===== src/rtl/vdac_sel_pkg.sv =====
package vdac_sel_pkg;

    localparam int PIX_W_DEF   = 8;
    localparam int SEL_W_DEF   = 3;
    localparam int EXT_SEL_DEF = 2;   // clock-select code required when the adapter clocks

    localparam int ERR_OWN_BIT = 0;
    localparam int ERR_CFG_BIT = 1;
    localparam int NUM_ERR     = 2;

    // ownership of each group: 1 = native controller, 0 = adapter
    typedef struct packed {
        logic sync_n;
        logic pix_n;
        logic clk_n;
    } own_t;

    localparam own_t OWN_NATIVE = '{sync_n: 1'b1, pix_n: 1'b1, clk_n: 1'b1};

    typedef struct packed {
        logic blank_n;
        logic hs;
        logic vs;
    } sync_grp_t;

    localparam sync_grp_t SYNC_RST = '{blank_n: 1'b0, hs: 1'b0, vs: 1'b0};

    function automatic logic own_conflict(own_t o);
        return (o.clk_n == 1'b0) && (o.pix_n == 1'b1);
    endfunction

    function automatic logic sel_mismatch(own_t o, logic sel_is_ext);
        return o.clk_n ? sel_is_ext : !sel_is_ext;
    endfunction

endpackage


===== src/rtl/vdac_ctrl_reg.sv =====
module vdac_ctrl_reg
    import vdac_sel_pkg::*;
#(
    parameter int SEL_W = SEL_W_DEF
) (
    input  logic             clk,
    input  logic             rst,
    input  own_t             own_in,
    input  logic [SEL_W-1:0] sel_in,
    output own_t             own_q,
    output logic [SEL_W-1:0] sel_q
);

    always_ff @(posedge clk) begin
        if (rst) begin
            own_q <= OWN_NATIVE;
            sel_q <= '0;
        end else begin
            own_q <= own_in;
            sel_q <= sel_in;
        end
    end


    reset_native_chk: assert property (@(posedge clk)
        rst |=> (own_q == OWN_NATIVE) && (sel_q == '0));


    own_follow_chk: assert property (@(posedge clk) disable iff (rst)
        !$past(rst) |-> (own_q == $past(own_in)));

endmodule


===== src/rtl/vdac_src_mux.sv =====
module vdac_src_mux
    import vdac_sel_pkg::*;
#(
    parameter int PIX_W = PIX_W_DEF
) (
    input  own_t             own_q,
    input  logic             nat_stb,
    input  logic [PIX_W-1:0] nat_pix,
    input  sync_grp_t        nat_sync,
    input  logic             adp_stb,
    input  logic [PIX_W-1:0] adp_pix,
    input  sync_grp_t        adp_sync,
    output logic             sel_stb,
    output logic [PIX_W-1:0] sel_pix,
    output sync_grp_t        sel_sync
);

    // one select bit per group: index 0 clock, 1 pixel, 2 sync
    localparam int NGRP = 3;
    logic [NGRP-1:0] use_nat;

    assign use_nat = {own_q.sync_n, own_q.pix_n, own_q.clk_n};

    genvar g;
    generate
        for (g = 0; g < NGRP; g++) begin : g_grp
            if (g == 0) begin : g_clk
                assign sel_stb = use_nat[g] ? nat_stb : adp_stb;
            end else if (g == 1) begin : g_pix
                assign sel_pix = use_nat[g] ? nat_pix : adp_pix;
            end else begin : g_sync
                assign sel_sync = use_nat[g] ? nat_sync : adp_sync;
            end
        end
    endgenerate

endmodule


===== src/rtl/vdac_out_reg.sv =====
module vdac_out_reg
    import vdac_sel_pkg::*;
#(
    parameter int PIX_W = PIX_W_DEF
) (
    input  logic             clk,
    input  logic             rst,
    input  logic             cap,
    input  logic [PIX_W-1:0] pix_in,
    input  sync_grp_t        sync_in,
    output logic [PIX_W-1:0] pix_q,
    output sync_grp_t        sync_q,
    output logic             cap_q
);

    logic [PIX_W-1:0] pix_gated;

    always_comb begin
        pix_gated = sync_in.blank_n ? pix_in : '0;
    end

    always_ff @(posedge clk) begin
        if (rst) begin
            pix_q  <= '0;
            sync_q <= SYNC_RST;
            cap_q  <= 1'b0;
        end else begin
            cap_q <= cap;
            if (cap) begin
                pix_q  <= pix_gated;
                sync_q <= sync_in;
            end
        end
    end


    hold_no_cap_chk: assert property (@(posedge clk) disable iff (rst)
        !cap |=> $stable(pix_q) && $stable(sync_q));


    blank_zero_chk: assert property (@(posedge clk) disable iff (rst)
        (cap && !sync_in.blank_n) |=> (pix_q == '0));


    cap_pulse_chk: assert property (@(posedge clk) disable iff (rst)
        cap |=> cap_q);

endmodule


===== src/rtl/vdac_err_flags.sv =====
module vdac_err_flags #(
    parameter int NERR = 2
) (
    input  logic            clk,
    input  logic            rst,
    input  logic [NERR-1:0] set_in,
    input  logic [NERR-1:0] clr_in,
    output logic [NERR-1:0] flag_q
);

    genvar i;
    generate
        for (i = 0; i < NERR; i++) begin : g_flag
            always_ff @(posedge clk) begin
                if (rst) begin
                    flag_q[i] <= 1'b0;
                end else if (set_in[i]) begin
                    flag_q[i] <= 1'b1;
                end else if (clr_in[i]) begin
                    flag_q[i] <= 1'b0;
                end
            end


            sticky_flag_chk: assert property (@(posedge clk) disable iff (rst)
                (flag_q[i] && !clr_in[i]) |=> flag_q[i]);


            set_wins_chk: assert property (@(posedge clk) disable iff (rst)
                set_in[i] |=> flag_q[i]);
        end
    endgenerate

endmodule


===== src/rtl/vdac_input_sel.sv =====
module vdac_input_sel
    import vdac_sel_pkg::*;
#(
    parameter int                 PIX_W   = PIX_W_DEF,
    parameter int                 SEL_W   = SEL_W_DEF,
    parameter logic [SEL_W-1:0]   EXT_SEL = SEL_W'(EXT_SEL_DEF)
) (
    input  logic             clk,
    input  logic             rst,
    input  logic             own_sync_n,
    input  logic             own_pix_n,
    input  logic             own_clk_n,
    input  logic [SEL_W-1:0] clk_sel,
    input  logic             nat_stb,
    input  logic [PIX_W-1:0] nat_pix,
    input  logic             nat_blank_n,
    input  logic             nat_hs,
    input  logic             nat_vs,
    input  logic             adp_stb,
    input  logic [PIX_W-1:0] adp_pix,
    input  logic             adp_blank_n,
    input  logic             adp_hs,
    input  logic             adp_vs,
    input  logic [1:0]       err_clr,
    output logic [PIX_W-1:0] dac_pix,
    output logic             dac_blank_n,
    output logic             dac_hs,
    output logic             dac_vs,
    output logic             dac_stb,
    output logic             err_own,
    output logic             err_cfg
);

    own_t             own_in, own_q;
    logic [SEL_W-1:0] sel_q;
    sync_grp_t        nat_sync, adp_sync, sel_sync, dac_sync;
    logic             sel_stb;
    logic [PIX_W-1:0] sel_pix;
    logic [NUM_ERR-1:0] err_set, err_q;

    assign own_in   = '{sync_n: own_sync_n, pix_n: own_pix_n, clk_n: own_clk_n};
    assign nat_sync = '{blank_n: nat_blank_n, hs: nat_hs, vs: nat_vs};
    assign adp_sync = '{blank_n: adp_blank_n, hs: adp_hs, vs: adp_vs};

    vdac_ctrl_reg #(.SEL_W(SEL_W)) u_ctrl (
        .clk    (clk),
        .rst    (rst),
        .own_in (own_in),
        .sel_in (clk_sel),
        .own_q  (own_q),
        .sel_q  (sel_q)
    );

    vdac_src_mux #(.PIX_W(PIX_W)) u_mux (
        .own_q    (own_q),
        .nat_stb  (nat_stb),
        .nat_pix  (nat_pix),
        .nat_sync (nat_sync),
        .adp_stb  (adp_stb),
        .adp_pix  (adp_pix),
        .adp_sync (adp_sync),
        .sel_stb  (sel_stb),
        .sel_pix  (sel_pix),
        .sel_sync (sel_sync)
    );

    vdac_out_reg #(.PIX_W(PIX_W)) u_out (
        .clk     (clk),
        .rst     (rst),
        .cap     (sel_stb),
        .pix_in  (sel_pix),
        .sync_in (sel_sync),
        .pix_q   (dac_pix),
        .sync_q  (dac_sync),
        .cap_q   (dac_stb)
    );

    always_comb begin
        err_set              = '0;
        err_set[ERR_OWN_BIT] = own_conflict(own_q);
        err_set[ERR_CFG_BIT] = sel_mismatch(own_q, sel_q == EXT_SEL);
    end

    vdac_err_flags #(.NERR(NUM_ERR)) u_err (
        .clk    (clk),
        .rst    (rst),
        .set_in (err_set),
        .clr_in (err_clr),
        .flag_q (err_q)
    );

    assign dac_blank_n = dac_sync.blank_n;
    assign dac_hs      = dac_sync.hs;
    assign dac_vs      = dac_sync.vs;
    assign err_own     = err_q[ERR_OWN_BIT];
    assign err_cfg     = err_q[ERR_CFG_BIT];


    own_conflict_chk: assert property (@(posedge clk) disable iff (rst)
        (!own_q.clk_n && own_q.pix_n) |=> err_own);


    adp_sel_bad_chk: assert property (@(posedge clk) disable iff (rst)
        (!own_q.clk_n && sel_q != EXT_SEL) |=> err_cfg);


    nat_sel_bad_chk: assert property (@(posedge clk) disable iff (rst)
        (own_q.clk_n && sel_q == EXT_SEL) |=> err_cfg);


    sync_native_chk: assert property (@(posedge clk) disable iff (rst)
        (sel_stb && own_q.sync_n) |=> (dac_hs == $past(nat_hs)) && (dac_vs == $past(nat_vs)));


    adp_pix_aligned_chk: assert property (@(posedge clk) disable iff (rst)
        (sel_stb && !own_q.pix_n && adp_blank_n && !own_q.sync_n)
            |=> (dac_pix == $past(adp_pix)) && dac_blank_n);

endmodule


===== config.mk =====
export PLATFORM = sky130hd
export DESIGN_NAME = vdac_input_sel
export DESIGN_NICKNAME = d
export VERILOG_FILES = /design/src/rtl/vdac_sel_pkg.sv /design/src/rtl/vdac_ctrl_reg.sv /design/src/rtl/vdac_src_mux.sv /design/src/rtl/vdac_out_reg.sv /design/src/rtl/vdac_err_flags.sv /design/src/rtl/vdac_input_sel.sv
export SDC_FILE = /design/constraint.sdc
export NUM_CORES = 1
export LEC_CHECK = 0
export BUFFER_PORTS_ARGS = -buffer_cell sky130_fd_sc_hd__buf_2
export CORE_UTILIZATION = 45
export CTS_BUF_LIST = sky130_fd_sc_hd__clkbuf_4
export DETAILED_ROUTE_END_ITERATION = 6
export PLACE_DENSITY_LB_ADDON = 0.3
export SLEW_MARGIN = 20
export SYNTH_ARGS = -nofsm -noshare
export SYNTH_HDL_FRONTEND = slang
export SYNTH_HIERARCHICAL = 1
export SYNTH_SLANG_ARGS = --single-unit

===== constraint.sdc =====
create_clock -name clk -period 1.5 [get_ports clk]
set_clock_uncertainty 0.2 [all_clocks]
set_input_delay 0.3 -clock clk [delete_from_list [all_inputs] [get_ports clk]]
set_output_delay 0.3 -clock clk [all_outputs]
set_load 0.01 [all_outputs]

Word level (Yosys, flattened, before mapping)

Index checks and enable logic that the tools add are counted.

Register bits: 20
Output and inout port bits: 14
Input bits: 34

Mux-type cells: 9
Reductions and logical operators: 4
Bitwise operators: 1
Eq/ne operators: 1

Operator list:

| cell                                                                  | count |
|---|---|
| 8-bit 2-to-1 mux                                                      | 2 |
| 1-bit 2-to-1 mux                                                      | 6 |
| 2-bit nonzero test                                                    | 2 |
| 3-bit by 2-bit equality test with 1-bit output, second input constant | 1 |
| 3-bit 2-to-1 mux                                                      | 1 |
| 1-bit logical AND                                                     | 1 |
| 1-bit logical NOT                                                     | 1 |
| 1-bit inverter                                                        | 1 |

Logic depth before layout (Yosys ltp)

Gate-level depths: netlist (run 1).

Depth in word-level cells: 4
Mapped depth: 4
Depth with buffers taken out: 4

Hierarchy

The synthesis (run 1) kept the hierarchy.

Modules (own cells, without submodules):

| module         | cells each | sequential area each (um^2) | times used | area an instance (um^2) |
|---|---|---|---|---|
| vdac_out_reg   | 47         | 240.2                       | 1          | 460.4 |
| vdac_src_mux   | 13         | 0.0                         | 1          | 176.4 |
| vdac_ctrl_reg  | 12         | 120.1                       | 1          | 157.7 |
| vdac_err_flags | 8          | 40.0                        | 1          | 70.1 |
| vdac_input_sel | 3          | 0.0                         | 1          | 27.5 |

Worst setup path after synthesis (run 1)

No wires, ideal clock.

Path kind: register -> register
Start: register u_ctrl/own_q[0] (netlist name)
End: register u_out.pix_q[7]
Buffers on the path: 1
Setup time: 0.066 ns
Arrival time: 1.074 ns
Stages on the path, launching flop included: 5
Setup slack: 0.160 ns
Path through: dfxtp_1 mux2_2 buf_6 nand2b_1 a21oi_2

Cells in the longest elaborated chain, start to end: 1

Ends and longest elaborated chain:

| element              | line                 | RTL |
|---|---|---|
| 1-bit 2-to-1 mux     | vdac_src_mux.sv:28   | `assign sel_stb = use_nat[g] ? nat_stb : adp_stb;` |
| named net sel_stb    | vdac_input_sel.sv:37 | `logic sel_stb;` |
| to (signal assigned) | vdac_out_reg.sv:30   | `pix_q <= pix_gated;` |
| to (decl)            | vdac_out_reg.sv:11   | `output logic [PIX_W-1:0] pix_q,` |

The timed path passes the listed nets, and every way through them passes these cells.
A chain may end at the register's enable or synchronous reset.

Worst setup path after layout (run 1)

Start: register u_ctrl/own_q[0] (netlist name)
End: register u_out.pix_q[4]

Cells in the longest elaborated chain, start to end: 1

Ends and longest elaborated chain:

| element           | line |
|---|---|
| 1-bit 2-to-1 mux  | vdac_src_mux.sv:28 |
| named net sel_stb | vdac_input_sel.sv:37 |

The timed path passes the listed nets, and every way through them passes these cells.

==> results of run 1 <==
==> layout make-up <==
class                   instances  share of cell area (%)
clock buffers                   3                   1.842
clock inverters                 1                   2.457
inverters                       2                  0.6141
multi-input cells              56                   35.82
flip-flops and latches         20                   32.75
well taps                      25                   2.559
repair buffers                 52                   23.95
==> cells by family after synthesis <==
| family | Yosys count | share of synthesized area (%) |
|---|---|---|
| XOR/XNOR | 1 | 0.9819 |
| buffers and inverters | 7 | 6.451 |
| flip-flops | 20 | 44.88 |
| AND/OR/NAND/NOR | 30 | 19.78 |
| AO/OA/AOI/OAI | 10 | 6.031 |
| multiplexers | 15 | 21.88 |
==> flip-flops by register name, indices dropped and copies added, names as in the netlist <==
| name | flops |
|---|---|
| u_err/flag_q | 2 |
| u_out/pix_q | 8 |
| u_ctrl/sel_q | 3 |
| u_ctrl/own_q | 3 |
| u_out/cap_q | 1 |
| u_out/sync_q | 3 |
==> worst max-delay path, cell delays in order (launching register included) <==
cell and delay [ps]:
dfxtp_1 380, mux2_4 400, nand2b_1 170, a21oi_1 130
==> cell usage in the layout (no fill, tap or decap), drive strengths merged, types with 5 or more instances in the layout <==
cell type / n
nor2b: 5
nand2b: 10
buf: 49
dfxtp: 20
mux2: 12
a21oi: 10
nand3: 8
==> report_power, final <==
part	internal (mW)	leakage, nW	switching, mW
Sequential	0.562	0.165	0.0152
Clock	0.270	0.0279	0.170
Combinational	0.122	0.408	0.0819
==> what timing repair did <==
| action | 4_1_cts | 5_1_grt |
|---|---|---|
| setup endpoints to repair | 0 | 2 |
| hold buffers | 3 | 0 |
| gates resized for setup | 0 | 1 |
| endpoints found under the hold margin | 3 | 0 |
==> worst max-delay path by stage <==
stage	slack, ps	start	depth (start not counted)	end
after floorplan	160	u_ctrl/own_q[0]$_SDFF_PP1_	4	u_out/pix_q[7]$_SDFFE_PP0P_
after global placement	130	u_ctrl/own_q[0]$_SDFF_PP1_	3	u_out/pix_q[7]$_SDFFE_PP0P_
after detailed placement	100	nat_stb	4	u_out/pix_q[1]$_SDFFE_PP0P_
after CTS	70	u_ctrl/own_q[0]$_SDFF_PP1_	3	u_out/pix_q[7]$_SDFFE_PP0P_
after global routing	80	u_ctrl/own_q[0]$_SDFF_PP1_	3	u_out/pix_q[5]$_SDFFE_PP0P_
final	150	u_ctrl/own_q[0]$_SDFF_PP1_	3	u_out/pix_q[4]$_SDFFE_PP0P_
==> routing by layer <==
layer | up-vias | wire length [um]
met5 | - | 0
met4 | 0 | 0
met3 | 0 | 112
met2 | 31 | 907
met1 | 329 | 711
li1 | 379 | -
==> results.tsv, run 1 <==
stage	metric	value	unit
final_layout	regArea	400.4	um^2
worst_setup_path	critPathRequiredTime	1530	ps
timing	whs	5.203	ps
worst_setup_path	critPathLaunchType	flop	
synth	synth_area_leader_cell	dfxtp_1	
cts	cts_made_buffers	3	
detailed_routing	drc	0	
worst_setup_path	r2r_setup_slack	150	ps
floorplanning	io_pins	48	
grt	grt-ovfl-total	0	
detailed_routing	ant_nets	0	
timing	fin_crit	1350	ps
synth	synth_common_cells	dfxtp_1, nand2b_1, a21oi_1	
synth	synth_cell_types	16	
synth	ys_seq_area_share	44.88	%
worst_setup_path	worstSetupPathType	reg -> reg	
synth	synth.area.top_cells	dfxtp_1, mux2_4, nand2b_1	
floorplanning	start_util	50.04	%
hold_path	hp-class	in -> reg	
grt	grt_use_met3	3.529	%
worst_setup_path	reg2reg_depth	3	
detailed_routing	vias	739	
outcome	status	finished clean	
hold_path	worstHoldPathCells	2	
synth	syn_area	892.1	um^2
placement	hpwlAfterDp	1283	um
placement	dp_slack	96.99	ps
synth	synth_seq_cells	20	
timing	tightestPinTransition	328.8	ps
synth	async_flop_share	0	%
hold_path	hp-start	clk_sel[2]	
final_layout	fin_util	68.56	%
timing	fin_ws	150.3	ps
synth	synth-edff-count	0	
timing	final-setup-viol-count	0	
power	ir_worst_vdd	1.033	mV
cts	clock_path_buffers	2	
grt	grt_pass1_wl	2580	um
final_layout	layout.cells.non_filler	159	
cts	postCtsSetupRepairBufs	0	
detailed_routing	drtIter0Drc	8	
detailed_routing	wirelength	1731	um
placement	dp_cells	152	
floorplanning	num_rows	15	
detailed_routing	dr.pass1.iters	5	
grt	grt_pass1_vias	645	
cts	clk_latency	290	ps
final_layout	multiInputGateArea	437.9	um^2
cts	root_buffer	clkbuf_4	
placement	io_buffers	47	
placement	placed_cell_area	0.001136	mm^2
final_layout	fin_nets	169	
final_layout	area_growth	37.03	%
placement	gp_congestion	0.5916	
synth	synth.top_cell.area_share	44.88	%
timing	relSlewSlack	78.08	%
grt	use_met1	16.90	%
final_layout	diodes	0	
synth	syn_avg_cell_area	10.75	um^2
timing	hold_viol_final	0	
final_layout	fin_area	0.001222	mm^2
cts	tritoncts	built	
cts	cts_sinks	20	
cts	htree_levels	1	
synth	synthFlopType	dfxtp_1	
final_layout	nFillCells	148	
worst_setup_path	crit-reg2reg-launch	u_ctrl/own_q[0]$_SDFF_PP1_	
power	leakagePower	0.6010	nW
timing	drv_slew	0	
grt	grtUsageMet2	32.78	%
timing	fmax	740.9	MHz
synth	synth_nets	117	
final_layout	drive_above_1_share	50.00	%
floorplanning	fp.dieW	46.53	um
timing	fin_setup_tns	0	ps
worst_setup_path	critPathCaptureType	flop	
grt	grt-busiest-layer	met2	
detailed_routing	vias_per_cell	4.648	
worst_setup_path	crit_fanout	20	
job	maxCapViolCount	0	
power	p_per_area	999.1	mW/mm^2
hold_path	min_to	u_ctrl/sel_q[2]$_SDFF_PP0_	
worst_setup_path	crit_arrival	1380	ps
cts	clkTransAtPathRegs	120	ps
grt	antenna_found_initial	0	
floorplanning	dieArea	0.002165	mm^2
synth	ys.warnings.count	6	
detailed_routing	wire_per_inst	10.89	um
timing	period_share	89.98	%
timing	rsz0062_at_grt	no	
grt	track_usage	16.69	%
synth	synth.most_common_cell	dfxtp_1	
worst_setup_path	regToRegEndpoint	u_out/pix_q[4]$_SDFFE_PP0P_	
grt	grt_max_degree	21	
floorplanning	fp.dieH	46.53	um
floorplanning	core	0.001783	mm^2
power	finalPower	1.221	mW
synth	syn_inst	83	
(Power assumes the default switching activity.)
==> run 2: changes to the inputs <==
Settings changed: ABC_AREA set to 1.
==> run 2 against run 1 <==
Effect of this change: non-clock buffer count increased by 2; sequential cell count unchanged; via count increased by 24%; sequential share of layout area increased by 0.34 points; wire length increased by 15%; combinational power decreased by 7%; synthesized cell count increased by 55%; final cell count increased by 30%; largest power group unchanged.
==> results.tsv, run 2 <==
stage	metric	value	unit
grt	grt_max_degree	18	
timing	relSlewSlack	75.22	%
detailed_routing	drtIter0Drc	13	
cts	htree_levels	1	
timing	fin_setup_tns	0	ps
synth	synth_cell_types	12	
worst_setup_path	critPathLaunchType	flop	
final_layout	diodes	0	
final_layout	final_common_cell	nand2_1	
synth	syn_avg_cell_area	6.722	um^2
worst_setup_path	crit_fanout	8	
detailed_routing	vias_per_cell	4.430	
final_layout	layout.cells.non_filler	207	
grt	grt_pass1_vias	807	
synth	ys_seq_area_share	46.18	%
timing	drv_slew	0	
detailed_routing	dr.pass1.iters	4	
timing	rsz0062_at_grt	no	
cts	root_buffer	clkbuf_4	
cts	clkTransAtPathRegs	110	ps
floorplanning	num_rows	15	
floorplanning	fp.dieW	45.90	um
synth	synth-edff-count	0	
cts	cts_made_buffers	3	
final_layout	layout_common_cells	nand2_1, buf_2, dfxtp_1, inv_1, a21oi_1	
cts	clk_latency	290	ps
placement	hpwlAfterDp	1437	um
worst_setup_path	crit_family	flip-flops	
worst_setup_path	critPathCaptureType	flop	
placement	dp_cells	197	
outcome	status	finished clean	
worst_setup_path	critPathRequiredTime	1530	ps
timing	fin_crit	1380	ps
grt	grt_pass1_wl	3015	um
placement	gp_congestion	0.8101	
timing	period_share	91.98	%
synth	async_flop_share	0	%
detailed_routing	drc	0	
floorplanning	dieArea	0.002106	mm^2
timing	final-setup-viol-count	0	
timing	hold_viol_final	0	
grt	track_usage	19.93	%
hold_path	worstHoldPathCells	4	
worst_setup_path	crit_cells	5	
timing	tightestPinTransition	371.2	ps
power	seqPwrFrac	48.3	%
worst_setup_path	critical_path.cell_chain	nand2_1, nand2_1, buf_4, nand3_1, a21oi_1	
synth	synthFlopType	dfxtp_1	
final_layout	largest_register_ffs	8	
worst_setup_path	reg2reg_depth	5	
synth	syn_area	867.1	um^2
timing	fmax	724.8	MHz
worst_setup_path	r2r_setup_slack	120	ps
power	p_per_area	991.6	mW/mm^2
cts	clock_path_buffers	2	
synth	synth.area.top_cells	dfxtp_1, nand2_1, inv_1	
final_layout	area_growth	39.54	%
job	maxCapViolCount	0	
synth	synth.top_cell.area_share	46.18	%
final_layout	fin_nets	217	
synth	synth_seq_cells	20	
synth	synth_area_leader_cell	dfxtp_1	
synth	synth.most_common_cell	nand2_1	
hold_path	hp-start	err_clr[1]	
worst_setup_path	crit_top_cell	nand2_1	
power	p_int	0.9212	mW
worst_setup_path	cp.buffers_inverters	1	
synth	synth_common_cells	nand2_1, dfxtp_1, inv_1	
power	ir_worst_vdd	0.7734	mV
detailed_routing	wire_per_inst	9.580	um
floorplanning	io_pins	48	
hold_path	hp-class	in -> reg	
synth	syn_inst	129	
worst_setup_path	crit-reg2reg-launch	u_ctrl/own_q[0]$_SDFF_PP1_	
final_layout	top_register	u_out/pix_q	
final_layout	nFillCells	175	
synth	ys.warnings.count	6	
detailed_routing	wirelength	1983	um
detailed_routing	vias	917	
power	leakagePower	0.6987	nW
timing	fin_ws	120.3	ps
worst_setup_path	worstSetupStartpoint	u_ctrl/own_q[0]$_SDFF_PP1_	
worst_setup_path	slowest_delay	410	ps
placement	dp_slack	148.1	ps
worst_setup_path	worstSetupPathType	reg -> reg	
cts	tritoncts	built	
grt	grt-ovfl-total	0	
synth	synth_nets	163	
power	p_sw_share	23.22	%
worst_setup_path	crit_slowest_cell	dfxtp_1	
timing	whs	30.19	ps
placement	io_buffers	47	
worst_setup_path	crit_arrival	1410	ps
power	clockPowerShare	35.8	%
detailed_routing	ant_nets	0	
floorplanning	start_util	49.15	%
grt	antenna_found_initial	0	
power	p_switching	0.2785	mW
floorplanning	fp.dieH	45.90	um
cts	cts_sinks	20	
power	power_frac_comb	15.9	%
final_layout	drive_above_1_share	30.77	%
floorplanning	core	0.001764	mm^2
-- run 2: cell types whose count changed after synthesis, sizes merged, moves of 2 or more --
cell    change
nand2      +54
mux2       -12
nand2b     -10
o21ai       +2
or2         -3
mux2i       -3
nor2        +7
inv        +16
nor2b       -5
-- run 2: worst paths after layout --
kind / endpoint
worst min-delay path: u_err/flag_q[1]$_SDFFE_PP0P_
worst max register to register: u_out/pix_q[1]$_SDFFE_PP0P_
worst min register to register: u_err/flag_q[1]$_SDFFE_PP0P_
worst max-delay path: u_out/pix_q[1]$_SDFFE_PP0P_
-- run 2: final cells by class --
class	count	area (um^2)	area share, %
Clock inverter	1	30.03	2.482
Timing Repair Buffer	54	302.8	25.03
Clock buffer	3	22.52	1.861
Tap cell	25	31.28	2.585
Multi-Input combinational cell	86	352.8	29.16
Sequential cell	20	400.4	33.09
Inverter	18	70.07	5.791
-- run 2: metal layers --
| layer | vias to the layer above | global-route usage, % | wire (um) |
|---|---|---|---|
| met2 | 32 | 38.31 | 1004 |
| met1 | 387 | 21.12 | 867 |
| li1 | 496 | - | - |
| met5 | - | 0 | 0 |
| met3 | 2 | 2.381 | 99 |
| met4 | 0 | 8.824 | 12 |
-- run 2: repair_timing --
action	4_1_cts	5_1_grt
endpoints found under the setup margin	0	4
gates resized for setup	0	1
hold buffers	6	0
buffers inserted	0	0
hold endpoints to repair	6	0
-- run 2: logic make-up after synthesis --
group                  synth area share [%]
buffers and inverters                 13.13
AND/OR/NAND/NOR                       33.19
flip-flops                            46.18
AO/OA/AOI/OAI                         7.503
-- run 2: power groups by stage --
stage | Clock (mW) | Sequential, mW | Combinational [mW]
floorplan | 0 | 0.598 | 0.0997
global placement | 0 | 0.591 | 0.171
detailed placement | 0 | 0.592 | 0.175
CTS | 0.437 | 0.580 | 0.189
global route | 0.463 | 0.584 | 0.215
finish | 0.430 | 0.580 | 0.190
-- run 2: through the flow --
step                area (um^2)  utilization, %  power, mW
floorplan                 867.1               -     0.6975
global placement           1095           62.06     0.7618
detailed placement         1095           62.06     0.7672
CTS                        1207           68.44      1.206
global route               1210           68.58      1.262
finish                     1210           68.58      1.200
-- run 2: worst reg2reg max path, stage by stage (launching register included) --
cell and delay [ps]:
dfxtp_1 410, nand2_1 70, nand2_1 240, buf_4 200, nand3_1 70, a21oi_1 140
==> run 3: changes to the inputs <==
Settings changed: CORE_UTILIZATION 45 to 35.
==> run 3 against run 2 <==
Effect of this change: hold slack gained 4.8 ps; largest power group unchanged; setup slack gained 57 ps; via count grew 2.1%; global-route usage shrank 4.0 points; clock power shrank 39%; first-iteration DRC count grew 54%; final area shrank 2.1%; sequential cell count is the same; non-clock buffer count is the same.
==> results.tsv, run 3 (synthesized netlist as in run 2, its figures left out) <==
stage	metric	value	unit
outcome	status	finished clean	
timing	final-setup-viol-count	0	
worst_setup_path	critPathCaptureType	flop	
cts	clk_latency	300	ps
grt	grt_pass1_wl	3098	um
detailed_routing	drtIter0Drc	20	
final_layout	top_register	u_out/pix_q	
floorplanning	fp.dieH	51.78	um
placement	gp_congestion	0.7808	
detailed_routing	vias_per_cell	4.457	
worst_setup_path	regToRegEndpoint	u_out/pix_q[0]$_SDFFE_PP0P_	
detailed_routing	wirelength	2010	um
worst_setup_path	critPathLaunchType	flop	
final_layout	layout_common_cells	nand2_1, buf_2, dfxtp_1, inv_1, a21oi_1	
worst_setup_path	crit_slowest_cell	dfxtp_1	
worst_setup_path	critPathRequiredTime	1530	ps
worst_setup_path	crit_family	flip-flops	
final_layout	multiInputGateArea	352.8	um^2
timing	period_share	88.17	%
timing	fmax	756.1	MHz
grt	grt_max_degree	18	
final_layout	area_growth	36.65	%
worst_setup_path	crit_arrival	1350	ps
floorplanning	num_rows	17	
detailed_routing	vias	936	
cts	cts_made_buffers	3	
cts	root_buffer	clkbuf_4	
final_layout	diodes	0	
worst_setup_path	cp.buffers_inverters	2	
grt	antenna_found_initial	0	
worst_setup_path	crit_top_cell	nand2_1	
detailed_routing	dr.pass1.iters	4	
grt	track_usage	15.91	%
worst_setup_path	slowest_delay	410	ps
job	maxCapViolCount	0	
worst_setup_path	worstSetupPathType	reg -> reg	
cts	cts_hold_buffers	6	
final_layout	final_common_cell	nand2_1	
floorplanning	dieArea	0.002681	mm^2
cts	tritoncts	built	
cts	clock_path_buffers	2	
final_layout	fin_nets	217	
hold_path	hp-start	err_clr[0]	
timing	drv_slew	0	
worst_setup_path	critical_path.cell_chain	inv_1, nand2_1, nand2_1, inv_2, nand2_1, a21oi_1	
detailed_routing	ant_nets	0	
cts	htree_levels	1	
floorplanning	io_pins	48	
worst_setup_path	crit_fanout	12	
power	ir_worst_vdd	0.4647	mV
final_layout	drive_above_1_share	30.22	%
hold_path	min_to	u_err/flag_q[0]$_SDFFE_PP0P_	
hold_path	worstHoldPathCells	4	
worst_setup_path	r2r_setup_slack	180	ps
final_layout	largest_register_ffs	8	
grt	grt-ovfl-total	0	
worst_setup_path	crit_cells	6	
worst_setup_path	reg2reg_depth	6	
timing	fin_crit	1323	ps
cts	clkTransAtPathRegs	110	ps
final_layout	regArea	400.4	um^2
floorplanning	start_util	38.10	%
cts	cts_sinks	20	
grt	grt_pass1_vias	774	
timing	relSlewSlack	78.05	%
floorplanning	core	0.002276	mm^2
placement	io_buffers	47	
worst_setup_path	worstSetupStartpoint	u_ctrl/own_q[0]$_SDFF_PP1_	
cts	postCtsSetupRepairBufs	0	
power	leakagePower	0.6858	nW
floorplanning	fp.dieW	51.78	um
timing	whs	34.97	ps
timing	hold_viol_final	0	
final_layout	nFillCells	233	
timing	rsz0062_at_grt	no	
hold_path	hp-class	in -> reg	
placement	hpwlAfterDp	1502	um
timing	fin_setup_tns	0	ps
worst_setup_path	crit-reg2reg-launch	u_ctrl/own_q[0]$_SDFF_PP1_	
power	p_per_area	868.2	mW/mm^2
cts	cts_resized	0	
timing	tightestPinTransition	329.3	ps
detailed_routing	wire_per_inst	9.571	um
detailed_routing	drc	0	
-- run 3: cell count changes in the layout (fill, tap and decap cells not counted) --
cell	before	now
bufinv_16	1	0
clkinv_1	0	1
inv_2	2	3
inv_4	1	0
-- run 3: per-layer routing --
layer  up-vias  track usage (%)  share of wire, %
met1       412            17.50                43
met4         0            8.108              0.65
met2        25            28.35                50
met5         -                0                 0
met3         2            3.509               6.2
li1        497                -                 -
-- run 3: worst max-delay path by stage --
stage / to / slack (ps)
global placement: u_out/pix_q[4]$_SDFFE_PP0P_ / 260
floorplan: u_out/sync_q[0]$_SDFFE_PP0P_ / 340
finish: u_out/pix_q[0]$_SDFFE_PP0P_ / 180
detailed placement: u_out/pix_q[0]$_SDFFE_PP0P_ / 200
CTS: u_out/pix_q[0]$_SDFFE_PP0P_ / 170
global route: u_out/pix_q[3]$_SDFFE_PP0P_ / 80
-- run 3: worst reg2reg max path, cell delays in order (launching register included) --
cell	delay [ps]
dfxtp_1	410
inv_1	50
nand2_1	50
nand2_1	100
inv_2	190
nand2_1	90
a21oi_1	160
-- run 3: per-stage QoR --
step                std cells  area, um^2  util (%)  total power [mW]  setup slack (ps)
global route              210        1185     52.06             1.090             84.70
finish                    210        1185     52.06             1.029             177.4
global placement          200        1099     48.27            0.7642             256.2
floorplan                 129       867.1         -            0.6975             342.8
CTS                       210        1185     52.06             1.042             165.1
detailed placement        200        1099     48.27            0.7683             196.2
-- run 3: power breakdown --
group	switching [mW]	internal (mW)
logic	0.0983	0.0899
clock network	0.164	0.0969
registers	0.0181	0.561
total	0.281	0.748
-- run 3: cell type report --
cell class              instances  share of cell area [%]
clock buffers                   3                   1.901
clock inverters                 1                  0.3168
inverters                      18                   5.702
multi-input cells              86                   29.78
flip-flops and latches         20                   33.79
well taps                      28                   2.957
repair buffers                 54                   25.55
